**config.mk**
```make
export PLATFORM = sky130hd
export DESIGN_NAME = lcd_init_writer
export DESIGN_NICKNAME = d
export VERILOG_FILES = /design/src/rtl/lcd_pkg.sv /design/src/rtl/lcd_delay.sv /design/src/rtl/lcd_xfer.sv /design/src/rtl/lcd_init_writer.sv
export SDC_FILE = /design/constraint.sdc
export NUM_CORES = 1
export LEC_CHECK = 0
export CAP_MARGIN = 25
export CORE_ASPECT_RATIO = 0.75
export CORE_UTILIZATION = 52
export CTS_CLUSTER_DIAMETER = 100
export CTS_CLUSTER_SIZE = 12
export DETAILED_ROUTE_END_ITERATION = 10
export GPL_TIMING_DRIVEN = 0
export PLACE_DENSITY_LB_ADDON = 0.12
export SLEW_MARGIN = 20
export SYNTH_ARGS = -nofsm -noshare
export SYNTH_HDL_FRONTEND = slang
export SYNTH_SLANG_ARGS = --single-unit
```
**constraint.sdc**
```tcl
create_clock -name clk -period 2.1 [get_ports clk]
set_input_delay 0.63 -clock clk [delete_from_list [all_inputs] [get_ports clk]]
set_output_delay 0.63 -clock clk [all_outputs]
set_load 0.005 [all_outputs]
```
**src/rtl/lcd_pkg.sv**
```systemverilog
// Package lcd_pkg: shared state types, the fixed setup command list and the
// microsecond-to-cycle conversion used by the display write controller.
package lcd_pkg;

    typedef enum logic [1:0] {X_IDLE, X_SETUP, X_HIGH, X_LOW} xfer_st_t;
    typedef enum logic [1:0] {Q_PWRUP, Q_CMD, Q_CWAIT, Q_STREAM} seq_st_t;

    localparam int unsigned N_SETUP   = 4;
    localparam int unsigned CLEAR_IDX = 2;

    // Setup command by position; the order is the display's required order.
    function automatic logic [7:0] setup_cmd(input logic [1:0] idx);
        case (idx)
            2'd0:    return 8'h38;  // 8-bit bus, two lines, 5x7 font
            2'd1:    return 8'h0E;  // display on, cursor on, no blink
            2'd2:    return 8'h01;  // clear
            default: return 8'h06;  // increment address, no shift
        endcase
    endfunction

    // Converts a time in microseconds to clock cycles, never less than one.
    function automatic int unsigned us_to_cyc(input int unsigned khz, input int unsigned us);
        int unsigned c;
        c = (khz * us) / 1000;
        return (c == 0) ? 1 : c;
    endfunction

endpackage

```
**src/rtl/lcd_delay.sv**
```systemverilog
// Module lcd_delay: down-counter that can be loaded and stops at zero.
// Assumes: INIT fits in W bits. After reset it starts from INIT.
// The expired output reflects the count held in the register.
module lcd_delay #(
    parameter int unsigned W    = 8,
    parameter int unsigned INIT = 0
) (
    input  logic         clk,
    input  logic         rst_n,
    input  logic         load,
    input  logic [W-1:0] val,
    output logic         expired
);
    logic [W-1:0] cnt;

    // Load a new count or step toward zero.
    always_ff @(posedge clk) begin
        if (!rst_n)          cnt <= W'(INIT);
        else if (load)       cnt <= val;
        else if (cnt != '0)  cnt <= cnt - 1'b1;
    end

    assign expired = (cnt == '0);
endmodule

```
**src/rtl/lcd_xfer.sv**
```systemverilog
// Module lcd_xfer: performs one timed bus transfer. It latches the byte and
// register select, spends one setup cycle with enable low, holds enable high
// for EN_CYC cycles, then holds enable low for EN_CYC cycles (CLR_CYC when
// long_in was set) before it reports idle again.
// Assumes: start is raised only while idle is high.
module lcd_xfer #(
    parameter int unsigned W       = 8,
    parameter int unsigned EN_CYC  = 2,
    parameter int unsigned CLR_CYC = 4
) (
    input  logic       clk,
    input  logic       rst_n,
    input  logic       start,
    input  logic [7:0] byte_in,
    input  logic       rs_in,
    input  logic       long_in,
    output logic       en,
    output logic       rs,
    output logic [7:0] db,
    output logic       idle
);
    import lcd_pkg::*;

    xfer_st_t     st;
    logic         long_q;
    logic         t_load;
    logic [W-1:0] t_val;
    logic         t_exp;

    // Timer loads at the start of the high phase and again at the start of the low hold.
    always_comb begin
        t_load = (st == X_SETUP) || (st == X_HIGH && t_exp);
        if (st == X_SETUP)  t_val = W'(EN_CYC - 1);
        else if (long_q)    t_val = W'(CLR_CYC - 1);
        else                t_val = W'(EN_CYC - 1);
    end

    lcd_delay #(.W(W), .INIT(0)) u_phase_tmr (
        .clk(clk), .rst_n(rst_n), .load(t_load), .val(t_val), .expired(t_exp)
    );

    // Transfer phase sequencing, bus latch and enable generation.
    always_ff @(posedge clk) begin
        if (!rst_n) begin
            st     <= X_IDLE;
            en     <= 1'b0;
            rs     <= 1'b0;
            db     <= '0;
            long_q <= 1'b0;
        end else begin
            case (st)
                X_IDLE: if (start) begin
                    db     <= byte_in;
                    rs     <= rs_in;
                    long_q <= long_in;
                    st     <= X_SETUP;
                end
                X_SETUP: begin
                    en <= 1'b1;
                    st <= X_HIGH;
                end
                X_HIGH: if (t_exp) begin
                    en <= 1'b0;
                    st <= X_LOW;
                end
                default: if (t_exp) st <= X_IDLE;
            endcase
        end
    end

    assign idle = (st == X_IDLE);
endmodule

```
**src/rtl/lcd_init_writer.sv**
```systemverilog
// Module lcd_init_writer: top of the display write controller. It waits out
// the power-on delay, sends the four setup commands, and then streams
// character bytes from a valid/ready input until a zero terminator, which is
// consumed without a write. All delays come from CLK_KHZ and microsecond values.
// Assumes: the display is never read, so the read/write line is tied to write.
module lcd_init_writer #(
    parameter int unsigned CLK_KHZ  = 50000,
    parameter int unsigned PWRUP_US = 15000,
    parameter int unsigned EN_US    = 1000,
    parameter int unsigned CLR_US   = 2000
) (
    input  logic       clk,
    input  logic       rst_n,
    input  logic       in_valid,
    input  logic [7:0] in_byte,
    output logic       in_ready,
    output logic       lcd_rs,
    output logic       lcd_rw,
    output logic       lcd_en,
    output logic [7:0] lcd_db
);
    import lcd_pkg::*;

    localparam int unsigned PWR_CYC = us_to_cyc(CLK_KHZ, PWRUP_US);
    localparam int unsigned EN_CYC  = us_to_cyc(CLK_KHZ, EN_US);
    localparam int unsigned CLR_RAW = us_to_cyc(CLK_KHZ, CLR_US);
    localparam int unsigned CLR_CYC = (CLR_RAW > EN_CYC) ? CLR_RAW : EN_CYC;
    localparam int unsigned MAXC    = (PWR_CYC > CLR_CYC) ? PWR_CYC : CLR_CYC;
    localparam int unsigned TW      = $clog2(MAXC + 1);

    seq_st_t    st;
    logic [1:0] idx;
    logic       pwr_done;
    logic       x_start;
    logic [7:0] x_byte;
    logic       x_rs;
    logic       x_long;
    logic       x_idle;

    lcd_delay #(.W(TW), .INIT(PWR_CYC - 1)) u_pwr_tmr (
        .clk(clk), .rst_n(rst_n), .load(1'b0), .val('0), .expired(pwr_done)
    );

    // Selects what to send: the current setup command, or an accepted nonzero text byte.
    always_comb begin
        x_start = 1'b0;
        x_byte  = setup_cmd(idx);
        x_rs    = 1'b0;
        x_long  = (idx == 2'(CLEAR_IDX));
        if (st == Q_CMD) begin
            x_start = 1'b1;
        end else if (st == Q_STREAM && in_valid && x_idle && in_byte != 8'h00) begin
            x_start = 1'b1;
            x_byte  = in_byte;
            x_rs    = 1'b1;
            x_long  = 1'b0;
        end
    end

    lcd_xfer #(.W(TW), .EN_CYC(EN_CYC), .CLR_CYC(CLR_CYC)) u_xfer (
        .clk(clk), .rst_n(rst_n), .start(x_start), .byte_in(x_byte),
        .rs_in(x_rs), .long_in(x_long), .en(lcd_en), .rs(lcd_rs),
        .db(lcd_db), .idle(x_idle)
    );

    // Moves from power-up, through the setup commands, to streaming.
    always_ff @(posedge clk) begin
        if (!rst_n) begin
            st  <= Q_PWRUP;
            idx <= '0;
        end else begin
            case (st)
                Q_PWRUP: if (pwr_done) st <= Q_CMD;
                Q_CMD:   st <= Q_CWAIT;
                Q_CWAIT: if (x_idle) begin
                    if (idx == 2'(N_SETUP - 1)) st <= Q_STREAM;
                    else begin
                        idx <= idx + 1'b1;
                        st  <= Q_CMD;
                    end
                end
                default: st <= Q_STREAM;
            endcase
        end
    end

    assign in_ready = (st == Q_STREAM) && x_idle;
    assign lcd_rw   = 1'b0;
endmodule

```
==> out/metrics.yaml, run 1 <==
holdWs_ps: 475
slew_violations: 0
cts.sinks: 57
hold_viol: 0
synth_warnings: 0
die_w_um: 89.9
setup_viol: 0
vias: 2749
drt_iter0_drc: 197
pwr-share-clk: 0.205
syn-cell-area_um2: 3010
io_pins: 23
vdd_drop_max_v: 0.000535
avgSynthCellArea_um2: 8.73
antennaDiodeCount: 0
finalWorstSetupSlack_ps: 8.24
synth_fp_nets: 367
area_delta_synth_final_pct: 25.8
max_stage_delay_ps: 480
required_ps: 2310
power.switching_mw: 1.76
worstSetupEndpointType: "flip-flop"
clkTransAtPathRegs_ps: 70
antenna_found_initial: 0
synth_top_area_share: 0.379
synth_seq_area_share: 0.379
fin_crit_sh: 0.996
coreArea_um2: 5470
hold_class: "flip-flop to flip-flop"
dieArea_um2: 6100
crit_type: "primary input to flip-flop"
ys_ff_latch: 57
grt-ovfl-total: 0
postLayoutCellArea_um2: 3790
drt-total-wl_mm: 7.46
grt_max_degree: 11
cts-root-buf: "clkbuf_8"
core.rowCount: 23
place_ws_ps: -668
powerDensity_nw_per_um2: 1150
cts_made_buffers: 9
cp-start-kind: "primary input"
synth_top_family_by_area: "simple AND/OR/NAND/NOR gates"
synth.area.top_cells: "dfxtp_1 (38%), ha_1 (4.6%), xnor2_1 (3.5%)"
cts_tree: "yes"
intPower_mw: 2.60
firstDrtPassIters: 5
yosysUniqueCellTypes: 57
synth.mux.area_fraction: 0.0241
wl_per_cell_um: 15.9
finClkSkew_ps: 8.34
synth.top_cells.by_count: "dfxtp_1 (57), nand2_1 (25), nor2_1 (23)"
status: "completed"
synthArstFlopShare: 0
total_power_mw: 4.36
synth_most_common_cell: "dfxtp_1"
clk_latency_ps: 340
cp_cell_sequence: "clkdlybuf4s50_1 > nor4_4 > a21boi_4 > buf_4 > or3_1 > nand3_1 > a21boi_0"
crit_family: "simple AND/OR/NAND/NOR gates"
tightest_slew_ps: 564
cts_buffer_depth: 2
ys.flop_type: "dfxtp_1"
seq_power_share: 0.339
cts_max_level: 3
synth_compound_area_frac: 0.158
leakage_nw: 1.42
io_buffers: 21
drc_errors: 0
die_h_um: 67.9
grt_pass1_vias: 2506
dp_hpwl_mm: 4.82
p_sw_frac: 0.404
track_usage: 0.250
final_nets: 411
max_freq_mhz: 478
critPathArrivalTime_ps: 2300
post-synth-top-area-cell: "dfxtp_1"
slew_headroom: 0.623
worst_path_max_delay_cell: "clkdlybuf4s50_1"
vias_per_cell: 5.87
synthAdderAreaFrac: 0.0457
post_dp_cell_area_um2: 3320
detail-route-antenna-nets: 0
crit_buf_inv: 2
drv_cap: 0
synth_xor_area_frac: 0.0640
synth-simple-area-share: 0.292
grt_setup_unrepaired: "true"
period_needed_ps: 2090
synth_edf_count: 0
syn_inst: 345
worstPathMaxFanout: 6
start_util: 0.551
final_layout_size_suffix_gt1_frac: 0.201
power_frac_comb: 0.456
place_congestion: 0.887
grt_first_pass_wirelength_mm: 11.8
-- cell type report --
| cell class | count | area (um^2) |
|---|---|---|
| Timing Repair Buffer | 36 | 318 |
| Clock inverter | 5 | 32.5 |
| Buffer | 13 | 76.3 |
| Sequential cell | 57 | 1150 |
| Tap cell | 75 | 93.8 |
| Fill cell | 429 | 1680 |
| Clock buffer | 10 | 138 |
| Multi-Input combinational cell | 262 | 1940 |
| Inverter | 10 | 37.5 |
-- registers in the layout (all words and copies together), names as in the netlist --
name	cells
u_pwr_tmr.cnt	20
st	2
idx	2
u_xfer.long_q	1
u_xfer.en	1
u_xfer.db	8
u_xfer.st	2
u_xfer.u_phase_tmr.cnt	20
u_xfer.rs	1
-- repair_timing --
action / in CTS / in global routing
endpoints found under the setup margin: 39 / 30
buffers inserted: 7 / 8
hold buffers: 0 / 0
pin swaps: 5 / 9
resized for setup: 24 / 32
-- worst paths after layout --
check | slack (ps) | to | cells past startpoint | from
hold / removal | 470 | u_xfer.st[1] | 2 | u_xfer.st[1]
hold reg to reg | 470 | u_xfer.st[1] | 2 | u_xfer.st[1]
setup reg to reg | 8 | u_pwr_tmr.cnt[13] | 5 | u_pwr_tmr.cnt[13]
setup / recovery | 8 | u_xfer.db[2] | 7 | in_byte[0]
-- stage by stage --
stage / utilization / std cells / setup TNS (ps)
after floorplan: - / 345 / 0
after global placement: 0.607 / 441 / -13050
after detailed placement: 0.607 / 441 / -14060
after CTS: 0.661 / 462 / -48.4
after global routing: 0.692 / 468 / -308
final: 0.692 / 468 / 0
-- layer usage --
metal  wire, um  GRT usage  vias to the layer above
met5          0          0                        -
met3        486     0.0744                       14
li1           -          -                     1343
met2       3240      0.388                      112
met4         87      0.115                        0
met1       3640      0.325                     1280
-- cells by family (layout without fill, tap and decap cells) --
group	Yosys count	after routing
other	1	1
adders and majority gates	11	11
and+or+nand+nor	153	153
buffers and inverters	26	74
muxes	7	7
DFF	57	57
AOI/OAI and AO/OA	68	68
xor gates and xnor gates	22	22
-- power groups by stage --
stage / Combinational (mW) / Clock (mW) / Sequential (mW)
6_report: 1.99 / 0.893 / 1.48
3_5_place_dp: 1.48 / 0 / 1.46
2_1_floorplan: 1.16 / 0 / 1.42
4_1_cts: 1.65 / 0.910 / 1.45
3_3_place_gp: 1.45 / 0 / 1.45
5_1_grt: 2.15 / 0.979 / 1.50
-- worst register-to-register path, stage by stage (launching register included) --
cell	delay, ps
dfxtp_4	350
or4_4	510
or3_4	400
o211ai_1	330
nor4_2	100
mux2_2	280
-- placed cells by master, fill, tap and decap left out, drive strengths merged, types with 3 or more instances in the layout --
cell           netlist  final
o41ai                3      3
and2                 9      9
clkdlybuf4s50        0     20
clkinvlp             0      3
a22oi                3      3
nand3                8      8
and3                 4      4
a21oi               15     15
o211a                5      5
nand4                5      5
nor2b                9      9
nor4                14     14
inv                 10     10
o21a                 3      3
nor3b                6      6
ha                  11     11
or4                  7      7
buf                  3     18
o31ai                4      4
mux2i                5      5
xnor2               12     12
xor2                10     10
dfxtp               57     57
nor3                16     16
nand2               25     25
nand2b               9      9
nor2                24     24
o211ai               8      8
a21boi               4      4
clkbuf              13     21
or3                  7      7
o21ai               11     11
No activity file was read; power rests on OpenSTA's default activity.
==> run 2, diff against run 1 <==
CORE_UTILIZATION = 58   (was 52)
clock period = 2.4 ns   (was 2.1 ns; I/O delays follow)
==> run 2 against run 1 <==
Clock skew is 0.81 ps higher. First-iteration DRC count is 1.5% higher. Final area is 4.9% lower. Largest cell class unchanged. Sequential cell count stayed put. Die area is 10% lower. Critical endpoint is now u_pwr_tmr.cnt[2]. Final cell count is 5.6% lower. Sequential power is 14% lower.
==> out/metrics.yaml, run 2 (synthesis gave the netlist of run 1 again) <==
crit_type: "primary input to flip-flop"
finClkSkew_ps: 9.15  # +0.807 ps
io_buffers: 21  # unchanged
cts_made_buffers: 9  # unchanged
cp_cell_sequence: "clkdlybuf4s50_1 > clkbuf_1 > clkbuf_1 > o211ai_1"
clkTransAtPathRegs_ps: 70  # about the same
cp-start-kind: "primary input"
max_freq_mhz: 440
grt_first_pass_wirelength_mm: 12.1  # +2.6%
top_layer_used: "met4"
slew_headroom: 0.608  # -0.0149
vdd_drop_max_v: 0.000702  # +31%
hold_viol: 0  # unchanged
cts_max_level: 3  # unchanged
tightest_slew_ps: 586  # +22.3 ps
max_stage_delay_ps: 590  # +110 ps
vias_per_cell: 6.03  # +2.7%
core.rowCount: 22  # -4.3%
cp-startpoint: "rst_n"
cts_tree: "yes"
die_h_um: 64.4  # -5.2%
cts_buffer_depth: 2  # unchanged
cts-root-buf: "clkbuf_8"
grt_max_degree: 11  # unchanged
final_cell_mix: "dfxtp_1 (56), nand2_1 (24), nor2_1 (22)"
crit_family: "buffers and inverters"
grt_pass1_vias: 2502  # -0.16%
wl_per_cell_um: 16.1  # +0.85%
coreArea_um2: 4950  # -9.4%
required_ps: 2590  # +280 ps
fin_crit_sh: 0.946
place_congestion: 0.864  # -2.6%
worst_path_max_delay_cell: "clkdlybuf4s50_1"
powerDensity_nw_per_um2: 1030  # -11%
fill_cells: 380  # -11%
final_nets: 400  # -2.7%
crit_buf_inv: 3  # +1
whs_endpoint: "u_xfer.db[2]"
reg_top3: "u_pwr_tmr.cnt x20, u_xfer.u_phase_tmr.cnt x20, u_xfer.db x8"
hold_class: "flip-flop to flip-flop"
regToRegEndpoint: "u_xfer.u_phase_tmr.cnt[0]"
status: "completed"
setup_viol: 0  # unchanged
cts.sinks: 57  # unchanged
worstPathMaxFanout: 10  # +4
drt-total-wl_mm: 7.10  # -4.7%
met3WireLength_um: 563  # +16%
ff2ff_setup_slack_ps: 130  # +120 ps
met2_length_mm: 3.12  # -3.7%
detail-route-antenna-nets: 0  # unchanged
vias: 2667  # -3.0%
leakage_nw: 1.36  # -3.9%
io_pins: 23  # unchanged
dieArea_um2: 5490  # -10%
final_core_util: 0.727  # +0.0346
crit_top_cell: "clkbuf_1"
r2r-start: "u_xfer.u_phase_tmr.cnt[0]"
antennaDiodeCount: 0  # unchanged
critPathArrivalTime_ps: 2470  # +170 ps
clk_latency_ps: 340  # about the same
antenna_found_initial: 0  # unchanged
track_usage: 0.284  # +0.0343
holdBufCountCts: 0  # unchanged
total_power_mw: 3.70  # -15%
worstSetupEndpointType: "flip-flop"
m1WireLength_mm: 3.36  # -7.8%
die_w_um: 85.2  # -5.2%
slew_violations: 0  # unchanged
area_delta_synth_final_pct: 19.7
start_util: 0.608  # +0.0570
drc_errors: 0  # unchanged
grt-ovfl-total: 0  # unchanged
drt_iter0_drc: 200  # +1.5%
drv_cap: 0  # unchanged
reg2reg_depth: 7  # +2
hp-start: "u_xfer.db[2]"
worstHoldPathCells: 2  # unchanged
dp_hpwl_mm: 4.88  # +1.2%
final_common_cell: "dfxtp_1"
period_needed_ps: 2270
firstDrtPassIters: 4  # -1
final_layout_size_suffix_gt1_frac: 0.113  # -0.0885
[run 2: changes by cell type in the layout (fill, tap and decap cells not counted), sizes merged]
cell,delta
clkinv,-1
bufinv,+2
clkbuf,+1
buf,-12
dlygate4sd2,+1
clkinvlp,-2
[run 2: worst max path at each step]
| stage | endpoint | slack, ps | cells past startpoint |
|---|---|---|---|
| 6_report | u_pwr_tmr.cnt[2] | 130 | 4 |
| 5_1_grt | u_xfer.u_phase_tmr.cnt[0] | -2 | 7 |
| 2_1_floorplan | u_xfer.db[3] | 170 | 6 |
| 3_3_place_gp | u_xfer.db[3] | -650 | 7 |
| 3_5_place_dp | u_xfer.db[3] | -660 | 7 |
| 4_1_cts | u_xfer.db[3] | 90 | 7 |
[run 2: worst reg2reg max path: cells and delay by family (launching register included)]
family                   cells  cell delay [ps]
AND/OR/NAND/NOR              3             1240
flip-flops                   1              320
AO/OA/AOI/OAI                2              320
adder cells (fa/ha/maj)      1              170
buffers and inverters        1              120
[run 2: final cells by class]
cell class	count	area (um^2)	share of cell area
repair buffers	24	231	0.0643
plain buffers	14	71.3	0.0198
well taps	60	75.1	0.0208
flip-flops and latches	57	1140	0.317
clock inverters	4	76.3	0.0212
inverters	10	37.5	0.0104
clock buffers	11	151	0.0420
multi-input cells	262	1820	0.504
[run 2: metrics by stage]
stage          hold WS [ps]  setup slack [ps]  std cells  instance area [um^2]  TNS (ps)
6_report                460               129        442                  3600         0
5_1_grt                 505             -1.54        442                  3600     -1.54
4_1_cts                 467              94.0        442                  3560         0
3_5_place_dp            458              -656        426                  3300     -6870
3_3_place_gp            450              -648        426                  3300     -6570
2_1_floorplan           443               173        345                  3010         0
[run 2: layer usage]
metal  GRT usage  vias to the layer above
met5           0                        -
met4      0.0847                        0
met3      0.0788                       11
met2       0.436                       92
met1       0.388                     1240
li1            -                     1324
[run 2: what timing repair did]
item / in CTS / in global routing
pin swaps: 1 / 0
hold endpoints to repair: 0 / 0
setup endpoints to repair: 13 / 21
setup buffers: 1 / 2
gates resized for setup: 10 / 7
[run 2: report_power, final]
part           leakage, nW  switching, mW  internal, mW
registers            0.464          0.169          1.10
clock network        0.112          0.394         0.637
logic                0.788          0.836         0.559
==> run 3, diff against run 2 <==
GPL_TIMING_DRIVEN = not set   (was 0)
SKIP_LAST_GASP = 1   (was not set)
==> run 3 against run 2 <==
Worst hold slack got worse by 0.90 ps. Sequential cell count unchanged. Non-clock buffer count rose by 1. Via count is 1.8% higher. Global-route usage down 1.9 points. Sequential share of layout area increased by 0.20 points. Final area down 0.73%. Power shrank 3.8%. Sequential power hardly changed. Core utilization fell by 0.53 points. First-iteration DRC count rose by 8.5%. Critical path type is now flip-flop to output pin.
==> out/metrics.yaml, run 3 (synthesis gave the netlist of run 1 again) <==
leakage_nw: 1.38  # +1.6%
cts.sinks: 57  # unchanged
clk_latency_ps: 350  # about the same
postLayoutCellArea_um2: 3580  # -0.73%
start_util: 0.608  # unchanged
hold_viol: 0  # unchanged
r2r-start: "u_xfer.u_phase_tmr.cnt[4]"
post_dp_cell_area_um2: 3360  # +2.0%
cts_max_level: 3  # unchanged
vias_per_cell: 6.12  # +1.4%
worstPathMaxFanout: 6  # -4
area_delta_synth_final_pct: 18.8
slew_violations: 0  # unchanged
setup_viol: 0  # unchanged
reg_top3: "u_pwr_tmr.cnt x20, u_xfer.u_phase_tmr.cnt x20, u_xfer.db x8"
grt_first_pass_wirelength_mm: 11.3  # -6.0%
finClkSkew_ps: 9.68  # +0.535 ps
final_cell_mix: "dfxtp_1 (57), nand2_1 (25), nor2_1 (23)"
die_h_um: 64.4  # unchanged
antenna_found_initial: 0  # unchanged
final_core_util: 0.722  # -0.00530
cts_made_buffers: 9  # unchanged
cts_buffer_depth: 2  # unchanged
grt-ovfl-total: 0  # unchanged
drc_errors: 0  # unchanged
critPathArrivalTime_ps: 1590  # -880 ps
regToRegEndpoint: "u_xfer.u_phase_tmr.cnt[18]"
cts_tree: "yes"
antennaDiodeCount: 0  # unchanged
reg2reg_depth: 5  # -2
ff2ff_setup_slack_ps: 180  # +50 ps
final_layout_size_suffix_gt1_frac: 0.122  # +0.00983
drt-total-wl_mm: 6.61  # -6.9%
fill_cells: 391  # +2.9%
cts-root-buf: "clkbuf_8"
fin_crit_sh: 0.961  # +0.0146
io_buffers: 21  # unchanged
grt_max_degree: 18  # +7
grt_setup_unrepaired: "false"
slew_headroom: 0.611  # +0.00348
detail-route-antenna-nets: 0  # unchanged
clkTransAtPathRegs_ps: 70  # about the same
wl_per_cell_um: 14.9  # -7.3%
worstSetupEndpointType: "output pin"
track_usage: 0.266  # -0.0186
grt_pass1_vias: 2409  # -3.7%
period_needed_ps: 2310  # +34.9 ps
drt_iter0_drc: 217  # +8.5%
vias: 2716  # +1.8%
dp_hpwl_mm: 4.67  # -4.5%
final_nets: 401  # +0.25%
total_power_mw: 3.56  # -3.8%
io_pins: 23  # unchanged
dieArea_um2: 5490  # unchanged
powerDensity_nw_per_um2: 995  # -3.1%
max_freq_mhz: 434  # -1.5%
cp-startpoint: "u_xfer.st[1]"
tightest_slew_ps: 583  # -3.05 ps
post-cts-setup-buffers: 0  # -1
firstDrtPassIters: 4  # unchanged
holdWs_ps: 459  # -0.898 ps
vdd_drop_max_v: 0.000494  # -30%
endpoint: "in_ready"
place_congestion: 0.874  # +1.2%
hold_class: "flip-flop to flip-flop"
drv_cap: 0  # unchanged
required_ps: 1680  # -910 ps
core.rowCount: 22  # unchanged
die_w_um: 85.2  # unchanged
final_common_cell: "dfxtp_1"
setup-tns-final_ps: 0  # unchanged
crit_type: "flip-flop to output pin"
coreArea_um2: 4950  # unchanged
cp-start-kind: "flip-flop"
status: "completed"
## run 3: changes by cell type in the layout (fill, tap and decap cells not counted), sizes merged
cell           change
clkdlybuf4s50      +1
dlygate4sd2        -1
clkbuf            -12
bufinv             -1
clkinv             +3
buf               +12
## run 3: where the power goes
part	leakage, nW	internal [mW]	total [mW]	switching (mW)
clock	0.102	0.499	0.888	0.389
combinational	0.820	0.575	1.39	0.818
sequential	0.463	1.10	1.28	0.173
total	1.38	2.18	3.56	1.38
## run 3: metrics by stage
step | setup WS [ps] | instances
floorplan | 173 | 345
global placement | -24.2 | 428
detailed placement | -36.7 | 428
CTS | 9.33 | 444
global route | 19.3 | 444
finish | 93.9 | 444
## run 3: cell type report
class | instances | area (um^2) | share of cell area
Clock buffer | 10 | 138 | 0.0385
Clock inverter | 6 | 57.6 | 0.0161
Inverter | 10 | 37.5 | 0.0105
Multi-Input combinational cell | 262 | 1780 | 0.498
Sequential cell | 57 | 1140 | 0.319
Tap cell | 60 | 75.1 | 0.0210
Timing Repair Buffer | 39 | 345 | 0.0966
## run 3: how the worst min path moves through the flow
| stage | startpoint | end | depth (start not counted) |
|---|---|---|---|
| final | u_xfer.db[2] | u_xfer.db[2] | 2 |
| after global routing | u_xfer.db[1] | u_xfer.db[1] | 2 |
| after CTS | u_xfer.db[2] | u_xfer.db[2] | 2 |
| after detailed placement | u_xfer.db[2] | u_xfer.db[2] | 2 |
| after global placement | u_xfer.db[1] | u_xfer.db[1] | 2 |
| after floorplan | u_pwr_tmr.cnt[11] | u_pwr_tmr.cnt[11] | 2 |
## run 3: repair_timing
item,4_1_cts,5_1_grt
hold buffers,0,0
cloned,0,0
setup endpoints to repair,1,11
pin swaps,0,0
gates resized for setup,1,4
## run 3: metal layers
| layer | part of all wire | track usage | wire length [um] |
|---|---|---|---|
| met5 | 0 | 0 | 0 |
| met4 | 0.012 | 0.0975 | 78 |
| met3 | 0.064 | 0.0814 | 426 |
| met2 | 0.43 | 0.378 | 2840 |
| met1 | 0.49 | 0.375 | 3270 |
## run 3: worst max-delay path, stage by stage, from the launching register on
cell and delay (ps):
dfxtp_1 390, inv_2 70, ha_4 180, and3_1 170, clkdlybuf4s50_1 430
